## src/rtl/i2c_rom_pkg.sv

```systemverilog
package i2c_rom_pkg;
  typedef enum logic [3:0] {
    ST_IDLE, ST_CTRL, ST_CTRL_ACK, ST_AHI, ST_AHI_ACK,
    ST_ALO, ST_ALO_ACK, ST_TX, ST_TX_ACK, ST_IGNORE
  } st_e;
  localparam logic [3:0] DEV_CODE = 4'b1010;
endpackage

```

## src/rtl/i2c_line_sync.sv

```systemverilog
module i2c_line_sync #(
  parameter int STAGES = 2
) (
  input  logic clk_i,
  input  logic rst_ni,
  input  logic scl_i,
  input  logic sda_i,
  output logic scl_o,
  output logic sda_o,
  output logic scl_rise_o,
  output logic scl_fall_o,
  output logic start_o,
  output logic stop_o
);
  logic [STAGES-1:0] scl_q, sda_q;
  logic scl_d, sda_d;

  always_ff @(posedge clk_i or negedge rst_ni) begin
    if (!rst_ni) begin
      scl_q <= '1;
      sda_q <= '1;
      scl_d <= 1'b1;
      sda_d <= 1'b1;
    end else begin
      scl_q <= {scl_q[STAGES-2:0], scl_i};
      sda_q <= {sda_q[STAGES-2:0], sda_i};
      scl_d <= scl_q[STAGES-1];
      sda_d <= sda_q[STAGES-1];
    end
  end

  assign scl_o      = scl_q[STAGES-1];
  assign sda_o      = sda_q[STAGES-1];
  assign scl_rise_o = scl_o & ~scl_d;
  assign scl_fall_o = ~scl_o & scl_d;
  assign start_o    = scl_o & scl_d & sda_d & ~sda_o;
  assign stop_o     = scl_o & scl_d & ~sda_d & sda_o;
endmodule

```

## src/rtl/i2c_rom_array.sv

```systemverilog
module i2c_rom_array #(
  parameter int         DEPTH_W = 8,
  parameter logic [7:0] MULT    = 8'd37,
  parameter logic [7:0] SEED    = 8'h5A
) (
  input  logic               clk_i,
  input  logic               rst_ni,
  input  logic [DEPTH_W-1:0] addr_i,
  output logic [7:0]         data_o
);
  localparam int DEPTH = 1 << DEPTH_W;
  logic [7:0] mem [DEPTH];

  // preload on reset; no write port in this block
  always_ff @(posedge clk_i or negedge rst_ni) begin
    if (!rst_ni) begin
      for (int i = 0; i < DEPTH; i++) mem[i] <= 8'(i * int'(MULT) + int'(SEED));
    end else begin
      mem <= mem;
    end
  end

  assign data_o = mem[addr_i];
endmodule

```

## src/rtl/i2c_rd_ctrl.sv

```systemverilog
module i2c_rd_ctrl
  import i2c_rom_pkg::*;
#(
  parameter int ADDR_W = 15
) (
  input  logic              clk_i,
  input  logic              rst_ni,
  input  logic              sda_s_i,
  input  logic              scl_rise_i,
  input  logic              scl_fall_i,
  input  logic              start_i,
  input  logic              stop_i,
  input  logic [2:0]        strap_i,
  input  logic [7:0]        rd_data_i,
  output logic              sda_oe_o,
  output logic [ADDR_W-1:0] ptr_o,
  output st_e               state_o
);
  localparam int HI_W = ADDR_W - 8;

  st_e               state;
  logic [3:0]        cnt;
  logic [7:0]        sh;
  logic [HI_W-1:0]   hi_q;
  logic [ADDR_W-1:0] ptr;
  logic              rw_q, mack_q, oe_q;
  logic              rx_done;

  assign rx_done = scl_fall_i && (cnt == 4'd8);

  always_ff @(posedge clk_i or negedge rst_ni) begin
    if (!rst_ni) begin
      state  <= ST_IDLE;
      cnt    <= '0;
      sh     <= '0;
      hi_q   <= '0;
      ptr    <= '0;
      rw_q   <= 1'b0;
      mack_q <= 1'b0;
      oe_q   <= 1'b0;
    end else if (start_i) begin
      state <= ST_CTRL;
      cnt   <= '0;
      oe_q  <= 1'b0;
    end else if (stop_i) begin
      state <= ST_IDLE;
      cnt   <= '0;
      oe_q  <= 1'b0;
    end else begin
      unique case (state)
        ST_CTRL: begin
          if (scl_rise_i) begin
            sh  <= {sh[6:0], sda_s_i};
            cnt <= cnt + 4'd1;
          end else if (rx_done) begin
            cnt <= '0;
            if (sh[7:4] == DEV_CODE && sh[3:1] == strap_i) begin
              rw_q  <= sh[0];
              oe_q  <= 1'b1;
              state <= ST_CTRL_ACK;
            end else begin
              state <= ST_IGNORE;
            end
          end
        end
        ST_AHI: begin
          if (scl_rise_i) begin
            sh  <= {sh[6:0], sda_s_i};
            cnt <= cnt + 4'd1;
          end else if (rx_done) begin
            cnt   <= '0;
            hi_q  <= sh[HI_W-1:0];
            oe_q  <= 1'b1;
            state <= ST_AHI_ACK;
          end
        end
        ST_ALO: begin
          if (scl_rise_i) begin
            sh  <= {sh[6:0], sda_s_i};
            cnt <= cnt + 4'd1;
          end else if (rx_done) begin
            cnt   <= '0;
            ptr   <= {hi_q, sh};
            oe_q  <= 1'b1;
            state <= ST_ALO_ACK;
          end
        end
        ST_CTRL_ACK: begin
          if (scl_fall_i) begin
            cnt <= '0;
            if (rw_q) begin
              sh    <= rd_data_i;
              ptr   <= ptr + 1'b1;
              oe_q  <= ~rd_data_i[7];
              state <= ST_TX;
            end else begin
              oe_q  <= 1'b0;
              state <= ST_AHI;
            end
          end
        end
        ST_AHI_ACK: if (scl_fall_i) begin
          oe_q  <= 1'b0;
          state <= ST_ALO;
        end
        ST_ALO_ACK: if (scl_fall_i) begin
          oe_q  <= 1'b0;
          state <= ST_IGNORE;
        end
        ST_TX: begin
          if (scl_fall_i) begin
            if (cnt == 4'd7) begin
              oe_q  <= 1'b0;
              state <= ST_TX_ACK;
            end else begin
              sh   <= {sh[6:0], 1'b0};
              oe_q <= ~sh[6];
              cnt  <= cnt + 4'd1;
            end
          end
        end
        ST_TX_ACK: begin
          if (scl_rise_i) begin
            mack_q <= ~sda_s_i;
          end else if (scl_fall_i) begin
            cnt <= '0;
            if (mack_q) begin
              sh    <= rd_data_i;
              ptr   <= ptr + 1'b1;
              oe_q  <= ~rd_data_i[7];
              state <= ST_TX;
            end else begin
              state <= ST_IGNORE;
            end
          end
        end
        default: ;  // idle / ignore: wait for START
      endcase
    end
  end

  assign sda_oe_o = oe_q;
  assign ptr_o    = ptr;
  assign state_o  = state;
endmodule

```

## src/rtl/i2c_rom_target.sv

```systemverilog
module i2c_rom_target
  import i2c_rom_pkg::*;
#(
  parameter int ADDR_W  = 15,
  parameter int DEPTH_W = 8,
  parameter int STAGES  = 2
) (
  input  logic       clk_i,
  input  logic       rst_ni,
  input  logic       scl_i,
  input  logic       sda_i,
  input  logic [2:0] strap_i,
  output logic       sda_oe_o
);
  logic scl_s, sda_s, scl_rise, scl_fall, start_det, stop_det;
  logic [ADDR_W-1:0] ptr;
  logic [7:0]        rd_data;
  st_e               state;

  i2c_line_sync #(.STAGES(STAGES)) u_sync (
    .clk_i, .rst_ni, .scl_i, .sda_i,
    .scl_o(scl_s), .sda_o(sda_s),
    .scl_rise_o(scl_rise), .scl_fall_o(scl_fall),
    .start_o(start_det), .stop_o(stop_det)
  );

  i2c_rom_array #(.DEPTH_W(DEPTH_W)) u_mem (
    .clk_i, .rst_ni,
    .addr_i(ptr[DEPTH_W-1:0]),
    .data_o(rd_data)
  );

  i2c_rd_ctrl #(.ADDR_W(ADDR_W)) u_ctrl (
    .clk_i, .rst_ni,
    .sda_s_i(sda_s), .scl_rise_i(scl_rise), .scl_fall_i(scl_fall),
    .start_i(start_det), .stop_i(stop_det),
    .strap_i, .rd_data_i(rd_data),
    .sda_oe_o, .ptr_o(ptr), .state_o(state)
  );
endmodule

```

## config.mk

```make
export PLATFORM = sky130hd
export DESIGN_NAME = i2c_rom_target
export DESIGN_NICKNAME = d
export VERILOG_FILES = /design/src/rtl/i2c_rom_pkg.sv /design/src/rtl/i2c_line_sync.sv /design/src/rtl/i2c_rom_array.sv /design/src/rtl/i2c_rd_ctrl.sv /design/src/rtl/i2c_rom_target.sv
export SDC_FILE = /design/constraint.sdc
export NUM_CORES = 1
export LEC_CHECK = 0
export BUFFER_PORTS_ARGS = -buffer_cell sky130_fd_sc_hd__buf_2
export CORE_AREA = 2 2 88 98
export CTS_CLUSTER_DIAMETER = 30
export DETAILED_ROUTE_END_ITERATION = 10
export DIE_AREA = 0 0 90 100
export HOLD_SLACK_MARGIN = 0.1
export SYNTH_ARGS = -nofsm -noshare
export SYNTH_HDL_FRONTEND = slang
export SYNTH_SLANG_ARGS = --single-unit
```

## constraint.sdc

```tcl
create_clock -name clk_i -period 2.2 [get_ports clk_i]
set_input_delay 0.44 -clock clk_i [delete_from_list [all_inputs] [get_ports clk_i]]
set_output_delay 0.44 -clock clk_i [all_outputs]
set_load 0.02 [all_outputs]
```

==> impl_metrics.py <==
metrics = {
    "logic_synthesis": {
        "synth_top_area_share_pct": 21.75,
        "ys_ff_latch": 33,
        "yosys_warnings": 0,
        "synth_ff_type": "dfrtp_1",
        "synth_edf_count": 0,
        "yosysTopAreaCell": "dfrtp_1",
        "synth_nets": 401,
        "avgSynthCellArea_um2": 8.154,
        "yosysSeqAreaShare_pct": 26.82,
        "syn-instance-count": 381,
        "synth_area_leaders": "dfrtp_1, ha_1, dfstp_2",
        "yosysUniqueCellTypes": 76,
        "syn_area_um2": 3107,
        "async_flop_share_pct": 100.0,
    },
    "global_route": {
        "grt.overflow.total": 0,
        "grt_max_degree": 34,
        "grt_pass1_vias": 2840,
        "antenna_found_initial": 0,
        "track_usage_pct": 18.86,
        "grt_pass1_wl_mm": 13.90,
    },
    "floorplanning": {
        "core_area_um2": 8145,
        "die_h_um": 100,
        "dieArea_um2": 9000,
        "initial_core_util_pct": 38.14,
        "row_count": 35,
        "die_w_um": 90,
        "io_pins": 8,
    },
    "pwr": {
        "power_density_nw_per_um2": 1436,
        "peakVddDrop_v": 0.0007873,
        "pwr-share-comb_pct": 70.3,
        "power_frac_clock_pct": 8.7,
        "total_leakage_power_nw": 1.451,
        "swShare_pct": 49.03,
        "sequentialPowerShare_pct": 21.0,
        "internal-power_mw": 2.671,
        "switchingPower_mw": 2.570,
    },
    "place": {
        "place_area_um2": 3460,
        "gp_congestion": 0.9564,
        "portBuffers": 7,
        "post-place-cells": 508,
        "dpl.hpwl_mm": 6.077,
    },
    "setup_path": {
        "timing.rr.end": "u_ctrl.sda_oe_o",
        "r2r_cells": 8,
        "criticalPathCategory": "flip-flop to flip-flop",
        "crit_path_end_kind": "flip-flop",
        "worstPathArrival_ns": 2.34,
        "worst_r2r_startpoint": "u_ctrl.ptr_o[1]",
        "critPathRequiredTime_ns": 2.38,
        "cp_max_fo": 6,
        "r2r_setup_slack_ns": 0.04,
        "cp-start-kind": "flip-flop",
    },
    "routing": {
        "drtAntennaViolNets": 0,
        "drc": 0,
        "drt-pass1-iter-count": 4,
        "drt-wirelength-per-cell_um": 16.02,
        "wl_mm": 8.283,
        "vias": 2983,
        "via_per_inst": 5.770,
        "drt_iter0_markers": 136,
    },
    "sta": {
        "finClkSkew_ns": 0.004579,
        "worstMarginPinSlew_ns": 0.7460,
        "report.final.setup_viol": 0,
        "hold_ws_ns": 0.2124,
        "post-route-min-period_ns": 2.160,
        "finalCritPeriodShare_pct": 98.17,
        "tns_ns": 0,
        "grt_setup_unrepaired": "yes",
        "slew_viol_final": 0,
        "max_freq_mhz": 463.0,
        "hold_viol_final": 0,
        "slew_headroom_pct": 50.26,
    },
    "outcome": {
        "status": "finished clean",
    },
    "cts": {
        "path_clk_slew_ns": 0.07,
        "cts_made_buffers": 5,
        "cts-root-buf": "clkbuf_8",
        "htreeDepth": 2,
        "cts.sinks": 33,
        "insertion_delay_ns": 0.29,
        "hold_buffers": 0,
        "clock_path_buffers": 2,
        "cts_tree": "yes",
    },
    "cells_and_area": {
        "area_growth_pct": 17.48,
        "layout.cells.most_common": "buf_4",
        "mostFrequentLayoutCells": "buf_4, nand2_1, o21ai_0, dfrtp_1, a21oi_1",
        "nets": 425,
        "drive_above_1_share_pct": 24.14,
        "fin_util_pct": 44.81,
        "stdcell_count": 517,
        "diodes": 0,
        "fin_area_um2": 3650,
    },
    "flow_run": {
        "cap_violations": 0,
    },
    "min_path": {
        "worstHoldPathType": "input port to asynchronous set/reset pin",
    },
}
registers in the layout, indices dropped and copies added, names as in the netlist, 2 cells and up:
| name | count |
|---|---|
| u_ctrl.ptr_o | 8 |
| u_ctrl.sh | 8 |
| u_ctrl.cnt | 4 |
| u_ctrl.state_o | 4 |
| u_sync.scl_q | 2 |
| u_sync.sda_q | 2 |
layout make-up:
class	instances	area (um2)
multi-input cells	300	2156
clock inverters	3	17.52
inverters	17	63.81
well taps	111	138.9
flip-flops and latches	33	837.1
repair buffers	48	367.9
clock buffers	5	68.82
fillers	828	4496
timing repair:
action,4_1_cts,5_1_grt
setup buffers,0,1
setup endpoints to repair,1,10
gates resized for setup,1,19
pin swaps,0,5
metal layers:
metal,routed length (um),track usage [%]
met1,3564,23.52
met5,0,0
met3,292,1.802
met2,4090,32.79
met4,336,9.586
worst max path at each step:
| stage | start | depth (start not counted) | slack (ns) | end |
|---|---|---|---|---|
| 2_1_floorplan | u_ctrl.ptr_o[2] | 9 | -0.04 | u_ctrl.sda_oe_o |
| 3_3_place_gp | u_ctrl.state_o[1] | 6 | 0.02 | u_ctrl.sda_oe_o |
| 3_5_place_dp | u_ctrl.ptr_o[0] | 7 | 0.0006 | u_ctrl.sda_oe_o |
| 4_1_cts | u_ctrl.ptr_o[0] | 7 | 0.005 | u_ctrl.sda_oe_o |
| 5_1_grt | u_ctrl.ptr_o[1] | 8 | -0.07 | u_ctrl.sda_oe_o |
| 6_report | u_ctrl.ptr_o[1] | 8 | 0.04 | u_ctrl.sda_oe_o |
power by group through the flow:
stage	combinational, mW	clock [mW]	sequential [mW]
floorplan	2.57	0	0.979
global placement	3.42	0	1.07
detailed placement	3.44	0	1.08
CTS	3.45	0.473	1.07
global route	4.06	0.506	1.13
finish	3.68	0.457	1.10
through the flow:
stage          power, mW  setup slack, ns
3_3_place_gp       4.490          0.01964
4_1_cts            4.989         0.005419
3_5_place_dp       4.512        0.0005711
6_report           5.241          0.04028
2_1_floorplan      3.554         -0.03933
5_1_grt            5.704         -0.07482
cell families (layout without fill, tap and decap cells):
kind of cell	after synthesis	count (layout)	synth area share (%)
AO/OA/AOI/OAI	132	132	30.45
AND/OR/NAND/NOR	131	131	22.27
buffers and inverters	48	73	7.289
flip-flops	33	33	26.82
adder cells (fa/ha/maj)	13	13	5.236
XOR/XNOR	13	13	3.665
multiplexers	11	11	4.269
worst max-delay path: stages, from the launching register on:
cell and delay [ns]:
dfrtp_1 0.41, buf_4 0.15, ha_4 0.18, nor2_2 0.16, a32oi_1 0.07, and3_1 0.24, a2111oi_4 0.40, nor4_4 0.10
a221o_1 0.35
Yosys cell counts (4+ instances only):
cell        n
nor3b_1     5
buf_2      13
dfstp_2     6
mux2i_1     5
or3_1       4
nand2b_1    5
clkbuf_1   12
nor2_1     20
nand2_1    39
a21o_1      6
inv_1      15
o21ai_1     6
a2111oi_0   4
a21oi_1    23
o31ai_1     6
nand3_1    13
a22o_1      5
o21ai_0    29
xnor2_1    10
a31oi_1     4
nor3_1     13
o211ai_1    4
nor2b_1    14
dfrtp_1    27
a211oi_1    4
ha_1       13
Power figures use the tool's default switching activity.
